**src/rtl/rx_pkg.sv**
```systemverilog
package rx_pkg;
  typedef enum logic [2:0] {
    ST_IDLE,
    ST_START,
    ST_DATA,
    ST_PAR,
    ST_STOP,
    ST_FE_WAIT,
    ST_BRK_WAIT
  } rx_state_e;
endpackage

```
**src/rtl/rx_sync.sv**
```systemverilog
module rx_sync #(
  parameter int unsigned STAGES  = 2,
  parameter bit          RST_VAL = 1'b1
) (
  input  logic clk_i,
  input  logic rst_ni,
  input  logic d_i,
  output logic q_o
);
  logic [STAGES-1:0] ff_q;

  always_ff @(posedge clk_i or negedge rst_ni) begin
    if (!rst_ni) ff_q <= {STAGES{RST_VAL}};
    else         ff_q <= {ff_q[STAGES-2:0], d_i};
  end

  assign q_o = ff_q[STAGES-1];
endmodule

```
**src/rtl/rx_tick_timer.sv**
```systemverilog
module rx_tick_timer #(
  parameter int unsigned OSR = 16
) (
  input  logic clk_i,
  input  logic rst_ni,
  input  logic clr_i,
  input  logic tick_i,
  output logic half_o,
  output logic full_o
);
  localparam int unsigned CW = $clog2(OSR);
  localparam logic [CW-1:0] HALF_LAST = CW'(OSR / 2 - 1);
  localparam logic [CW-1:0] FULL_LAST = CW'(OSR - 1);

  logic [CW-1:0] cnt_q;

  always_ff @(posedge clk_i or negedge rst_ni) begin
    if (!rst_ni)     cnt_q <= '0;
    else if (clr_i)  cnt_q <= '0;
    else if (tick_i) cnt_q <= cnt_q + 1'b1;
  end

  // nth tick after a clear
  assign half_o = tick_i && (cnt_q == HALF_LAST);
  assign full_o = tick_i && (cnt_q == FULL_LAST);
endmodule

```
**src/rtl/rx_assembler.sv**
```systemverilog
module rx_assembler #(
  parameter int unsigned DATA_W = 8
) (
  input  logic                      clk_i,
  input  logic                      rst_ni,
  input  logic                      clr_i,
  input  logic                      wr_i,
  input  logic [$clog2(DATA_W)-1:0] idx_i,
  input  logic                      bit_i,
  output logic [DATA_W-1:0]         data_o,
  output logic                      par_o
);
  logic [DATA_W-1:0] sh_q;

  always_ff @(posedge clk_i or negedge rst_ni) begin
    if (!rst_ni)    sh_q <= '0;
    else if (clr_i) sh_q <= '0;
    else if (wr_i)  sh_q[idx_i] <= bit_i;
  end

  assign data_o = sh_q;
  assign par_o  = ^sh_q;
endmodule

```
**src/rtl/oversampled_rx.sv**
```systemverilog
module oversampled_rx #(
  parameter int unsigned OSR         = 16,
  parameter int unsigned DATA_W      = 8,
  parameter int unsigned LEN_W       = 2,
  parameter int unsigned MIN_LEN     = 5,
  parameter int unsigned SYNC_STAGES = 2
) (
  input  logic              clk_i,
  input  logic              rst_ni,
  input  logic              tick_i,
  input  logic              en_i,
  input  logic              rxd_i,
  input  logic [LEN_W-1:0]  char_len_i,
  input  logic              par_en_i,
  input  logic              par_odd_i,
  output logic              valid_o,
  output logic [DATA_W-1:0] data_o,
  output logic              par_err_o,
  output logic              frm_err_o,
  output logic              brk_o
);
  import rx_pkg::*;

  localparam int unsigned IDX_W = $clog2(DATA_W);

  rx_state_e         state_q;
  logic [IDX_W-1:0]  idx_q;
  logic [IDX_W-1:0]  last_idx;
  logic              line;
  logic              ref_q;
  logic              nz_q;
  logic              parbit_q;
  logic              hi_seen_q;
  logic              tmr_clr, tmr_half, tmr_full;
  logic              asm_clr, asm_wr, asm_par;
  logic [DATA_W-1:0] asm_data;
  logic              valid_q, pe_q, fe_q, brk_q;
  logic [DATA_W-1:0] data_q;

  rx_sync #(.STAGES(SYNC_STAGES), .RST_VAL(1'b1)) u_sync (
    .clk_i (clk_i),
    .rst_ni(rst_ni),
    .d_i   (rxd_i),
    .q_o   (line)
  );

  rx_tick_timer #(.OSR(OSR)) u_timer (
    .clk_i (clk_i),
    .rst_ni(rst_ni),
    .clr_i (tmr_clr),
    .tick_i(tick_i),
    .half_o(tmr_half),
    .full_o(tmr_full)
  );

  rx_assembler #(.DATA_W(DATA_W)) u_asm (
    .clk_i (clk_i),
    .rst_ni(rst_ni),
    .clr_i (asm_clr),
    .wr_i  (asm_wr),
    .idx_i (idx_q),
    .bit_i (line),
    .data_o(asm_data),
    .par_o (asm_par)
  );

  assign last_idx = IDX_W'(MIN_LEN - 1) + IDX_W'(char_len_i);

  always_comb begin
    tmr_clr = 1'b0;
    asm_clr = (state_q == ST_START);
    asm_wr  = 1'b0;
    unique case (state_q)
      ST_IDLE, ST_BRK_WAIT:  tmr_clr = 1'b1;
      ST_START, ST_FE_WAIT:  tmr_clr = tmr_half;
      ST_DATA: begin
        tmr_clr = tmr_full;
        asm_wr  = tmr_full && en_i;
      end
      ST_PAR, ST_STOP:       tmr_clr = tmr_full;
      default:               tmr_clr = 1'b1;
    endcase
    if (!en_i) tmr_clr = 1'b1;
  end

  always_ff @(posedge clk_i or negedge rst_ni) begin
    if (!rst_ni) begin
      state_q   <= ST_IDLE;
      idx_q     <= '0;
      ref_q     <= 1'b1;
      nz_q      <= 1'b0;
      parbit_q  <= 1'b0;
      hi_seen_q <= 1'b0;
      valid_q   <= 1'b0;
      data_q    <= '0;
      pe_q      <= 1'b0;
      fe_q      <= 1'b0;
      brk_q     <= 1'b0;
    end else begin
      valid_q <= 1'b0;
      if (!en_i) begin
        state_q <= ST_IDLE;
        ref_q   <= line;
      end else begin
        unique case (state_q)
          ST_IDLE: if (tick_i) begin
            ref_q <= line;
            if (ref_q && !line) state_q <= ST_START;
          end
          ST_START: if (tmr_half) begin
            if (line) begin
              state_q <= ST_IDLE;
              ref_q   <= 1'b1;
            end else begin
              state_q <= ST_DATA;
              idx_q   <= '0;
              nz_q    <= 1'b0;
            end
          end
          ST_DATA: if (tmr_full) begin
            nz_q <= nz_q | line;
            if (idx_q == last_idx) state_q <= par_en_i ? ST_PAR : ST_STOP;
            else                   idx_q   <= idx_q + 1'b1;
          end
          ST_PAR: if (tmr_full) begin
            parbit_q <= line;
            nz_q     <= nz_q | line;
            state_q  <= ST_STOP;
          end
          ST_STOP: if (tmr_full) begin
            valid_q <= 1'b1;
            if (line || nz_q) begin
              data_q  <= asm_data;
              pe_q    <= par_en_i && (asm_par ^ parbit_q ^ par_odd_i);
              fe_q    <= !line;
              brk_q   <= 1'b0;
              state_q <= line ? ST_IDLE : ST_FE_WAIT;
              ref_q   <= 1'b1;
            end else begin
              // whole frame low: one break character
              data_q    <= '0;
              pe_q      <= 1'b0;
              fe_q      <= 1'b0;
              brk_q     <= 1'b1;
              hi_seen_q <= 1'b0;
              state_q   <= ST_BRK_WAIT;
            end
          end
          ST_FE_WAIT: if (tmr_half) begin
            if (!line) state_q <= ST_START;
            else begin
              state_q <= ST_IDLE;
              ref_q   <= 1'b1;
            end
          end
          ST_BRK_WAIT: begin
            hi_seen_q <= line;
            if (line && hi_seen_q) begin
              state_q <= ST_IDLE;
              ref_q   <= 1'b1;
            end
          end
          default: state_q <= ST_IDLE;
        endcase
      end
    end
  end

  assign valid_o   = valid_q;
  assign data_o    = data_q;
  assign par_err_o = pe_q;
  assign frm_err_o = fe_q;
  assign brk_o     = brk_q;
endmodule

```
**config.mk**
```make
export PLATFORM = sky130hd
export DESIGN_NAME = oversampled_rx
export DESIGN_NICKNAME = d
export VERILOG_FILES = /design/src/rtl/rx_pkg.sv /design/src/rtl/rx_sync.sv /design/src/rtl/rx_tick_timer.sv /design/src/rtl/rx_assembler.sv /design/src/rtl/oversampled_rx.sv
export SDC_FILE = /design/constraint.sdc
export NUM_CORES = 1
export LEC_CHECK = 0
export BUFFER_PORTS_ARGS = -buffer_cell sky130_fd_sc_hd__clkbuf_2
export CORE_MARGIN = 2
export CORE_UTILIZATION = 54
export DETAILED_ROUTE_END_ITERATION = 7
export PLACE_DENSITY = 0.74
export SYNTH_ARGS = -nofsm -noshare
export SYNTH_HDL_FRONTEND = slang
export SYNTH_HIERARCHICAL = 1
export SYNTH_SLANG_ARGS = --single-unit
```
**constraint.sdc**
```tcl
create_clock -name clk_i -period 5.2 [get_ports clk_i]
set_input_delay 0 -clock clk_i [delete_from_list [all_inputs] [get_ports clk_i]]
set_output_delay 0 -clock clk_i [all_outputs]
set_load 0.01 [all_outputs]
```
==> results of run 1 <==
-- synth_stat cells (2+ instances only) --
master,n
dfrtp_1,33
nand2_1,24
nor2_1,18
o21ai_0,15
mux2i_1,11
xnor2_1,11
inv_1,8
nand2b_1,7
clkbuf_1,6
nor2b_1,6
nand3_1,5
a21oi_1,4
a31oi_1,4
nand3b_1,4
buf_2,3
dfstp_2,3
nand4b_1,3
nor3_1,3
a311oi_1,2
and4bb_1,2
buf_6,2
clkbuf_2,2
ha_1,2
mux2_4,2
nand4_1,2
o2111ai_1,2
o22ai_1,2
-- where the power goes --
group | leakage, nW | total (mW) | internal [mW] | switching [mW]
registers | 0.489 | 0.367 | 0.304 | 0.0630
clock network | 0.0479 | 0.197 | 0.0933 | 0.103
logic | 0.492 | 0.196 | 0.0910 | 0.105
total | 1.03 | 0.761 | 0.489 | 0.272
-- layout by cell type (no fill, tap or decap), drive strengths merged, types with 2 or more instances in the layout --
| cell type | instances |
|---|---|
| nand4 | 3 |
| a311oi | 2 |
| mux2 | 3 |
| and4bb | 3 |
| nand2 | 24 |
| nor3 | 3 |
| nor2 | 18 |
| nand3 | 5 |
| clkbuf | 25 |
| dfstp | 3 |
| a21oi | 4 |
| o2111ai | 2 |
| mux2i | 11 |
| o22ai | 2 |
| xnor2 | 11 |
| nor2b | 6 |
| o21ai | 16 |
| dlygate4sd3 | 3 |
| ha | 2 |
| a31oi | 4 |
| dfrtp | 33 |
| clkinv | 3 |
| inv | 8 |
| nand2b | 7 |
| nand4b | 3 |
| nand3b | 4 |
-- state kept, by name, summed over array words and instances, names as in the netlist --
name	cells
data_o	8
u_asm/data_o	8
u_timer/cnt_q	4
idx_q	3
state_q	3
u_sync/ff_q	2
brk_o	1
frm_err_o	1
hi_seen_q	1
nz_q	1
par_err_o	1
parbit_q	1
ref_q	1
valid_o	1
-- how the worst max path moves through the flow --
stage | start | to | slack, ns
floorplan | u_timer/cnt_q[0] | state_q[1] | 3.29
detailed placement | u_timer/cnt_q[0] | data_o[4] | 2.75
finish | u_timer/cnt_q[0] | data_o[4] | 2.79
CTS | u_timer/cnt_q[0] | data_o[4] | 2.75
global route | u_timer/cnt_q[0] | frm_err_o | 2.52
global placement | u_timer/cnt_q[0] | data_o[6] | 2.92
-- final cells by class --
class	count	share of cell area, %
repair buffers	23	5.794
multi-input cells	153	46.02
clock inverters	3	0.8357
well taps	48	2.674
inverters	8	1.337
clock buffers	5	3.064
flip-flops and latches	36	40.28
-- logic make-up after synthesis --
| family | count (synthesis) |
|---|---|
| simple gates | 81 |
| compound gates | 44 |
| flops | 36 |
| buf+inv | 23 |
| mux | 14 |
| xor+xnor | 12 |
| fa+ha+maj | 2 |
-- through the flow --
stage / std cells / cell area [sq um] / hold slack [ns] / total power, mW
detailed placement: 265 / 2128 / 0.08904 / 0.5649
floorplan: 212 / 2049 / -0.2956 / 0.5301
global placement: 265 / 2128 / 0.08825 / 0.5620
CTS: 276 / 2246 / 0.03587 / 0.7652
finish: 276 / 2246 / 0.03590 / 0.7605
global route: 276 / 2246 / 0.08617 / 0.8061
-- per-layer routing --
layer | GRT usage [%] | share of wire [%] | up-vias
met3 | 5.822 | 6.2 | 4
met5 | 0 | 0 | -
met4 | 7.813 | 1.4 | 0
met1 | 28.41 | 48 | 725
li1 | - | - | 777
met2 | 28.95 | 44 | 49
-- critical path, cell delays in order, from the launching register on --
cell     delay, ns
dfrtp_1       0.43
ha_1          0.22
nand3_1       0.10
nor2_1        0.44
nand4_1       0.71
nand2_1       0.26
o21ai_0       0.11
-- timing repair --
action / in CTS / in global routing
hold endpoints to repair: 35 / 0
hold buffers: 3 / 0
endpoints found under the setup margin: 0 / 0
==> reports/metrics.cfg, run 1 <==
[drt]
wl_per_cell_um = 13.81
dr.pass1.iters = 4
viasPerCell = 5.634
num_vias = 1555
remaining_drc_errors = 0
postRouteAntennaNets = 0
drtIter0Drc = 218
drt-total-wl_um = 3811

[global_routing]
grt_pass1_wl_um = 6617
gr-total-overflow = 0
antenna_found_initial = 0
globalRouteTotalUtil_pct = 20.10
grt_pass1_vias = 1472
grt_max_degree = 37

[final_layout]
nFillCells = 312
drive_gt1_share_pct = 17.11
areaGrowthSynthToFinish_pct = 9.585
seq_area_sq_um = 904.6
n_antenna_cell = 0
multiInputGateArea_sq_um = 1033
fin_util_pct = 61.35
nets = 238

[logic_synthesis]
yosysSeqAreaShare_pct = 44.14
ys_ff_latch = 36
synth-xor-area-share_pct = 5.128
ys_warn_count = 6
netlist_top_cells_area = dfrtp_1 (40%), mux2i_1 (5.4%), xnor2_1 (4.7%)
synthCells = 212
synth_cell_types = 53
synth_top_area_share_pct = 40.29
async_flop_share_pct = 100.0
synth_top_cell_by_area = dfrtp_1
synth_top_family_by_area = simple AND/OR/NAND/NOR gates
post_synth.cell_area_avg_sq_um = 9.667
synthAdderAreaFrac_pct = 1.221
netlist_area_sq_um = 2049
synth-edff-count = 0
synth_ff_type = dfrtp_1
synthMuxAreaShare_pct = 7.387
synth_fp_nets = 223
synth_compound_area_share_pct = 14.71
synth_simple_gate_area_share_pct = 21.98

[setup_path]
worst-r2r-setup-slack_ns = 2.79
crit_path_start_kind = flip-flop
cp_max_fo = 23
worst-r2r-cell-count = 6
cp.required_ns = 5.35
cp-end-kind = flip-flop
cp.arrival_ns = 2.55
rr_startpoint = u_timer/cnt_q[0]
setup.worst_path.class = flip-flop to flip-flop
rr_endpoint = data_o[4]

[sta]
finalSetupViolCount = 0
tightest_slew_ns = 0.9842
fin_worst_skew_ns = 0.009226
fin_tns_setup_ns = 0
max_freq_ghz = 0.4152
min_period_over_period_pct = 46.31
slew_headroom_pct = 33.88
finalMaxSlewViolations = 0
rsz0062_at_grt = false
fin_crit_ns = 2.408
hold_violations = 0
postLayoutSetupSlackWorst_ns = 2.792

[floorplan]
die_width_um = 65.61
rows = 22
core-area_sq_um = 3661
start_util_pct = 55.98
io_pins = 21
die_area_sq_um = 4304
die_h_um = 65.61

[clocking]
cts_tree = built
clkTransAtPathRegs_ns = 0.08
cts.repair.resized = 0
clockBufferDepth = 2
numCtsBuffers = 5
clock-sinks = 36
htreeDepth = 2
clock_latency_ns = 0.29
post_cts_buffers = 0
ctsRootBufferMaster = clkbuf_8

[hold_path]
hold_path_class = primary input to flip-flop
holdPathEnd = par_err_o
min_delay_path_depth = 4
holdCritStartpoint = par_odd_i

[run]
cap_violations = 0

[placement]
dp_worst_setup_slack_ns = 2.754
portBuffers = 20
hpwlAfterDp_um = 2632
place.gp.congestion = 0.8586

[pwr]
leakage_nw = 1.029
p_per_area_nw_per_um2 = 338.6
vdd_drop_max_mv = 0.1594

[status]
run_status = completed

Power figures use the tool's default switching activity.
==> run 2: changes to the inputs <==
==> constraint.sdc (replaced) <==
create_clock -name clk_i -period 2.4 [get_ports clk_i]
set_input_delay 0 -clock clk_i [delete_from_list [all_inputs] [get_ports clk_i]]
set_output_delay 0 -clock clk_i [all_outputs]
set_load 0.01 [all_outputs]
==> reports/metrics.cfg, run 2 (synthesis results as in run 1) <==
[status]
run_status = completed

[placement]
dp_worst_setup_slack_ns = 0.3432  ; -2.411 ns
place.gp.congestion = 0.8910  ; +3.8%
placed_area_sq_um = 2181  ; +2.5%
portBuffers = 20  ; unchanged
hpwlAfterDp_um = 2854  ; +8.4%

[pwr]
pwr-share-seq_pct = 37.7  ; -11 points
p_comb_share_pct = 25.7  ; about the same
switching_share_pct = 30.77  ; -5.0 points
p_clk_share_pct = 36.7  ; +11 points
vdd_drop_max_mv = 0.5834  ; +270%
leakage_nw = 1.095  ; +6.4%
p_int_mw = 1.412  ; +190%
p_switching_uw = 627.7  ; +130%
p_per_area_nw_per_um2 = 860.8  ; +150%

[clocking]
ctsRootBufferMaster = clkbuf_8
clock-sinks = 36  ; unchanged
cts.repair.resized = 0  ; unchanged
clkTransAtPathRegs_ns = 0.08  ; about the same
cts_tree = built
clockBufferDepth = 2  ; unchanged
clock_latency_ns = 0.30  ; about the same
htreeDepth = 2  ; unchanged
post_cts_buffers = 0  ; unchanged
numCtsBuffers = 5  ; unchanged

[final_layout]
nets = 245  ; +2.9%
fin_area_sq_um = 2370  ; +5.5%
drive_gt1_share_pct = 19.57  ; +2.5 points
final_common_cell = dfrtp_1
n_antenna_cell = 0  ; unchanged
areaGrowthSynthToFinish_pct = 15.63
nFillCells = 313  ; +0.32%
final_cell_mix = dfrtp_1 (33), nand2_1 (24), clkbuf_2 (20)
seq_area_sq_um = 904.6  ; unchanged
multiInputGateArea_sq_um = 1033  ; unchanged

[setup_path]
cp.arrival_ns = 2.24  ; -0.31 ns
crit_chain = ha_1 > nand3_1 > nor2_1 > buf_4 > nand2_1 > a311oi_1 > o21ai_1 > mux2_1
cpPeakStageDelay_ns = 0.42  ; -0.29 ns
cp_max_fo = 9  ; -61%
cp-end-kind = flip-flop
crit_path_start_kind = flip-flop
crit_family = compound AO/OA/AOI/OAI gates
cp.required_ns = 2.58  ; -2.77 ns
worst-path-buf-inv = 1  ; +1
setup.worst_path.class = flip-flop to flip-flop
worst-r2r-cell-count = 8  ; +2
cp_num_cells = 8  ; +2
worst_path_max_delay_cell = dfrtp_1

[sta]
rsz0062_at_grt = false
fin_worst_skew_ns = 0.007994  ; -0.001232 ns
tightest_slew_ns = 0.8807  ; -0.1035 ns
min_period_over_period_pct = 85.57  ; +39 points
fin_crit_ns = 2.054  ; -0.3548 ns
finalSetupViolCount = 0  ; unchanged
slew_headroom_pct = 41.29  ; +7.4 points
fin_tns_setup_ns = 0  ; unchanged
hold_violations = 0  ; unchanged
postLayoutSetupSlackWorst_ns = 0.3464  ; -2.445 ns
max_freq_ghz = 0.4870  ; +17%
finalMaxSlewViolations = 0  ; unchanged

[global_routing]
gr-total-overflow = 0  ; unchanged
globalRouteTotalUtil_pct = 22.39  ; +2.3 points
antenna_found_initial = 0  ; unchanged
grt_max_degree = 37  ; unchanged
grt_pass1_wl_um = 7251  ; +9.6%
grt_pass1_vias = 1553  ; +5.5%

[floorplan]
core-area_sq_um = 3661  ; unchanged
die_area_sq_um = 4304  ; unchanged
die_h_um = 65.61  ; unchanged
rows = 22  ; unchanged
die_width_um = 65.61  ; unchanged
start_util_pct = 55.98  ; unchanged
io_pins = 21  ; unchanged

[drt]
viasPerCell = 5.714  ; +1.4%
postRouteAntennaNets = 0  ; unchanged
wl_per_cell_um = 14.95  ; +8.2%
dr.pass1.iters = 4  ; unchanged
drt-total-wl_um = 4230  ; +11%
num_vias = 1617  ; +4.0%
remaining_drc_errors = 0  ; unchanged
drtIter0Drc = 171  ; -22%

[run]
cap_violations = 0  ; unchanged

[hold_path]
min_delay_path_depth = 4  ; unchanged
hold_path_class = primary input to flip-flop

-- run 2: per-stage QoR --
stage          cells  util, %  hold WS [ns]  power (mW)
3_5_place_dp     272    59.57       0.09203       1.277
5_1_grt          283    64.73       0.09088       2.144
6_report         283    64.73       0.04840       2.040
2_1_floorplan    212        -       -0.2956       1.148
3_3_place_gp     272    59.57       0.08840       1.268
4_1_cts          283    64.73       0.06438       2.044
-- run 2: area by class of cell --
| cell class | count | area share [%] |
|---|---|---|
| Clock buffer | 5 | 2.904 |
| Clock inverter | 3 | 3.801 |
| Inverter | 8 | 1.267 |
| Multi-Input combinational cell | 153 | 43.61 |
| Sequential cell | 36 | 38.17 |
| Tap cell | 48 | 2.534 |
| Timing Repair Buffer | 30 | 7.709 |
-- run 2: final timing paths --
path / startpoint / endpoint / slack [ns]
min reg2reg: u_sync/ff_q[0] / u_sync/ff_q[1] / 0.36
max in group asynchronous: rst_ni / data_o[6] / 1.48
min in group asynchronous: rst_ni / idx_q[0] / 0.36
min: par_odd_i / par_err_o / 0.05
max: u_timer/cnt_q[0] / idx_q[0] / 0.35
max reg2reg: u_timer/cnt_q[0] / idx_q[0] / 0.35
-- run 2: worst min-delay path, stage by stage --
cell,delay (ns)
clkbuf_2,0.09
xnor2_1,0.07
nand3_1,0.08
o21ai_0,0.08
-- run 2: repair_timing --
item / in CTS / in global routing
setup endpoints to repair: 0 / 0
hold endpoints to repair: 35 / 0
hold buffers: 3 / 0
-- run 2: routing by layer --
| metal | share of wire (%) | track usage (%) |
|---|---|---|
| met5 | 0 | 0 |
| met4 | 1.6 | 9.115 |
| met3 | 5.7 | 6.507 |
| met2 | 46 | 34.95 |
| met1 | 46 | 29.17 |
-- run 2: power by group through the flow --
stage / Clock (mW) / Combinational [mW] / Sequential, mW
floorplan: 0 / 0.427 / 0.721
global placement: 0 / 0.495 / 0.774
detailed placement: 0 / 0.501 / 0.777
CTS: 0.760 / 0.518 / 0.765
global route: 0.788 / 0.577 / 0.779
finish: 0.748 / 0.524 / 0.768
==> run 3: changes to the inputs <==
--- a/config.mk
+++ b/config.mk
@@ -5,11 +5,13 @@
 export SDC_FILE = /design/constraint.sdc
 export NUM_CORES = 1
 export LEC_CHECK = 0
+export ABC_AREA = 1
 export BUFFER_PORTS_ARGS = -buffer_cell sky130_fd_sc_hd__clkbuf_2
+export CAP_MARGIN = 40
 export CORE_MARGIN = 2
-export CORE_UTILIZATION = 54
+export CORE_UTILIZATION = 45
 export DETAILED_ROUTE_END_ITERATION = 7
-export PLACE_DENSITY = 0.74
+export PLACE_DENSITY = 0.63
 export SYNTH_ARGS = -nofsm -noshare
 export SYNTH_HDL_FRONTEND = slang
 export SYNTH_HIERARCHICAL = 1
==> reports/metrics.cfg, run 3 <==
[final_layout]
instances_no_fill = 397  ; +40%
final_cell_mix = nand2_1 (112), inv_1 (37), dfrtp_1 (33)
fin_util_pct = 53.07  ; -12 points
areaGrowthSynthToFinish_pct = 14.96
final_common_cell = nand2_1
drive_gt1_share_pct = 18.66  ; -0.92 points
nets = 353  ; +44%
n_antenna_cell = 0  ; unchanged
fin_area_sq_um = 2490  ; +5.1%
nFillCells = 491  ; +57%

[global_routing]
gr-total-overflow = 0  ; unchanged
grt_pass1_vias = 1764  ; +14%
antenna_found_initial = 0  ; unchanged
globalRouteTotalUtil_pct = 19.29  ; -3.1 points
grt_max_degree = 33  ; -11%
grt_pass1_wl_um = 7983  ; +10%

[floorplan]
core-area_sq_um = 4692  ; +28%
die_width_um = 73.38  ; +12%
start_util_pct = 46.16  ; -9.8 points
die_h_um = 73.38  ; +12%
rows = 25  ; +14%
die_area_sq_um = 5384  ; +25%
io_pins = 21  ; unchanged

[drt]
remaining_drc_errors = 0  ; unchanged
postRouteAntennaNets = 0  ; unchanged
drt-total-wl_um = 4609  ; +9.0%
wl_met3_um = 144  ; -40%
drtIter0Drc = 89  ; -48%
top_layer = met4
viasPerCell = 4.950  ; -13%
dr.pass1.iters = 4  ; unchanged
routedLengthMet1_um = 2169  ; +10%
wl_per_cell_um = 11.61  ; -22%
routed-wl-met2_um = 2249  ; +15%
num_vias = 1965  ; +22%

[sta]
finalSetupViolCount = 0  ; unchanged
tightest_slew_ns = 0.5304  ; -0.3503 ns
max_freq_ghz = 0.5201  ; +6.8%
fin_crit_ns = 1.923  ; -0.1309 ns
rsz0062_at_grt = false
slew_headroom_pct = 64.60  ; +23 points
fin_tns_setup_ns = 0  ; unchanged
fin_worst_skew_ns = 0.006633  ; -0.001361 ns
min_period_over_period_pct = 80.11  ; -5.5 points
fin_hold_ws_ns = 0.01878  ; -0.02963 ns
finalMaxSlewViolations = 0  ; unchanged
postLayoutSetupSlackWorst_ns = 0.4773  ; +0.1309 ns
hold_violations = 0  ; unchanged

[logic_synthesis]
netlist_top_cells_area = dfrtp_1 (38%), nand2_1 (19%), inv_1 (6.4%)
synth_most_common_cell = nand2_1
synthTopCellsByCount = nand2_1 (112), inv_1 (37), dfrtp_1 (33), nor2_1 (27), nand3_1 (23)
synth_ff_type = dfrtp_1
post_synth.cell_area_avg_sq_um = 6.942  ; -28%
synth_top_cell_by_area = dfrtp_1
ys_ff_latch = 36  ; unchanged
synth-edff-count = 0  ; unchanged
async_flop_share_pct = 100.0  ; unchanged
synth_cell_types = 30  ; -43%
synth_top_area_share_pct = 38.13  ; -2.2 points
ys_warn_count = 6  ; unchanged
netlist_area_sq_um = 2166  ; +5.7%
synthCells = 312  ; +47%
yosysSeqAreaShare_pct = 41.77  ; -2.4 points
synth_fp_nets = 323  ; +45%

[setup_path]
cp_max_fo = 6  ; -3
cp-end-kind = flip-flop
setup.worst_path.class = flip-flop to flip-flop
crit_path_start_kind = flip-flop
cp.arrival_ns = 2.10  ; -0.14 ns
cp.required_ns = 2.58  ; about the same

[run]
cap_violations = 0  ; unchanged

[clocking]
clock_latency_ns = 0.29  ; about the same
numCtsBuffers = 5  ; unchanged
post_cts_buffers = 0  ; unchanged
htreeDepth = 2  ; unchanged
cts_tree = built
clock-sinks = 36  ; unchanged
ctsRootBufferMaster = clkbuf_8
clockBufferDepth = 2  ; unchanged
clkTransAtPathRegs_ns = 0.07  ; about the same

[status]
run_status = completed

[placement]
dp_worst_setup_slack_ns = 0.5278  ; +0.1846 ns
portBuffers = 20  ; unchanged
place.gp.congestion = 0.8861  ; -0.55%
place_inst = 386  ; +42%
placed_area_sq_um = 2352  ; +7.9%
hpwlAfterDp_um = 3496  ; +22%

[pwr]
vdd_drop_max_mv = 0.4878  ; -16%
total_power_mw = 2.005  ; -1.7%
p_per_area_nw_per_um2 = 805.1  ; -6.5%
leakage_nw = 1.362  ; +24%

[hold_path]
hold_path_class = primary input to flip-flop

## run 3: changes by cell type after synthesis, moves of 5 or more
cell / before / now
clkbuf_1: 6 / 1
inv_1: 8 / 37
inv_2: 0 / 9
mux2i_1: 11 / 0
nand2_1: 24 / 112
nand2_2: 0 / 10
nand2b_1: 7 / 0
nand3_1: 5 / 23
nor2_1: 18 / 27
nor2b_1: 6 / 0
o21ai_1: 1 / 9
xnor2_1: 11 / 2
## run 3: cells by family after synthesis
group | count (synthesis) | synth area share, %
xor gates and xnor gates | 3 | 1.213
AOI/OAI and AO/OA | 38 | 10.17
DFF | 36 | 41.77
adders and majority gates | 2 | 1.155
and+or+nand+nor | 185 | 37.32
buffers and inverters | 48 | 8.376
## run 3: final timing paths
check                            startpoint               to  slack [ns]  cells after the start
max reg2reg                u_timer/cnt_q[0]  u_asm/data_o[0]        0.48                     10
min reg2reg                  u_sync/ff_q[0]   u_sync/ff_q[1]        0.36                      0
max                        u_timer/cnt_q[0]  u_asm/data_o[0]        0.48                     10
max in group asynchronous            rst_ni            ref_q        1.84                      3
min                                par_en_i        par_err_o        0.02                      3
min in group asynchronous            rst_ni          valid_o        0.08                      2
## run 3: final cells by class
type	count	area [sq um]	share of cell area, %
repair buffers	25	157.7	6.332
well taps	54	67.56	2.714
inverters	46	172.7	6.935
clock buffers	6	72.57	2.915
multi-input cells	228	1080	43.37
clock inverters	2	35.03	1.407
flip-flops and latches	36	904.6	36.33
## run 3: repair_timing
action / CTS / global route
hold endpoints to repair: 38 / 0
hold buffers: 3 / 0
resized for setup: 0 / 0
## run 3: where the power goes
| part | switching [mW] | internal (mW) |
|---|---|---|
| Clock | 0.215 | 0.308 |
| Sequential | 0.104 | 0.681 |
| Combinational | 0.466 | 0.230 |
## run 3: worst max-delay path: stages, from the launching register on
cell and delay, ns:
dfrtp_1 0.39, ha_1 0.18, nand3_1 0.11, nor2_1 0.29, nand2_1 0.19, nor2_1 0.17, inv_1 0.08, nor2_4 0.12
nand2_1 0.07, o21ai_0 0.16, inv_1 0.05
## run 3: per-layer routing
metal,vias to the layer above,GRT usage [%]
li1,1032,-
met1,902,24.87
met2,26,32.43
met3,5,4.115
met4,0,6.061
met5,-,0
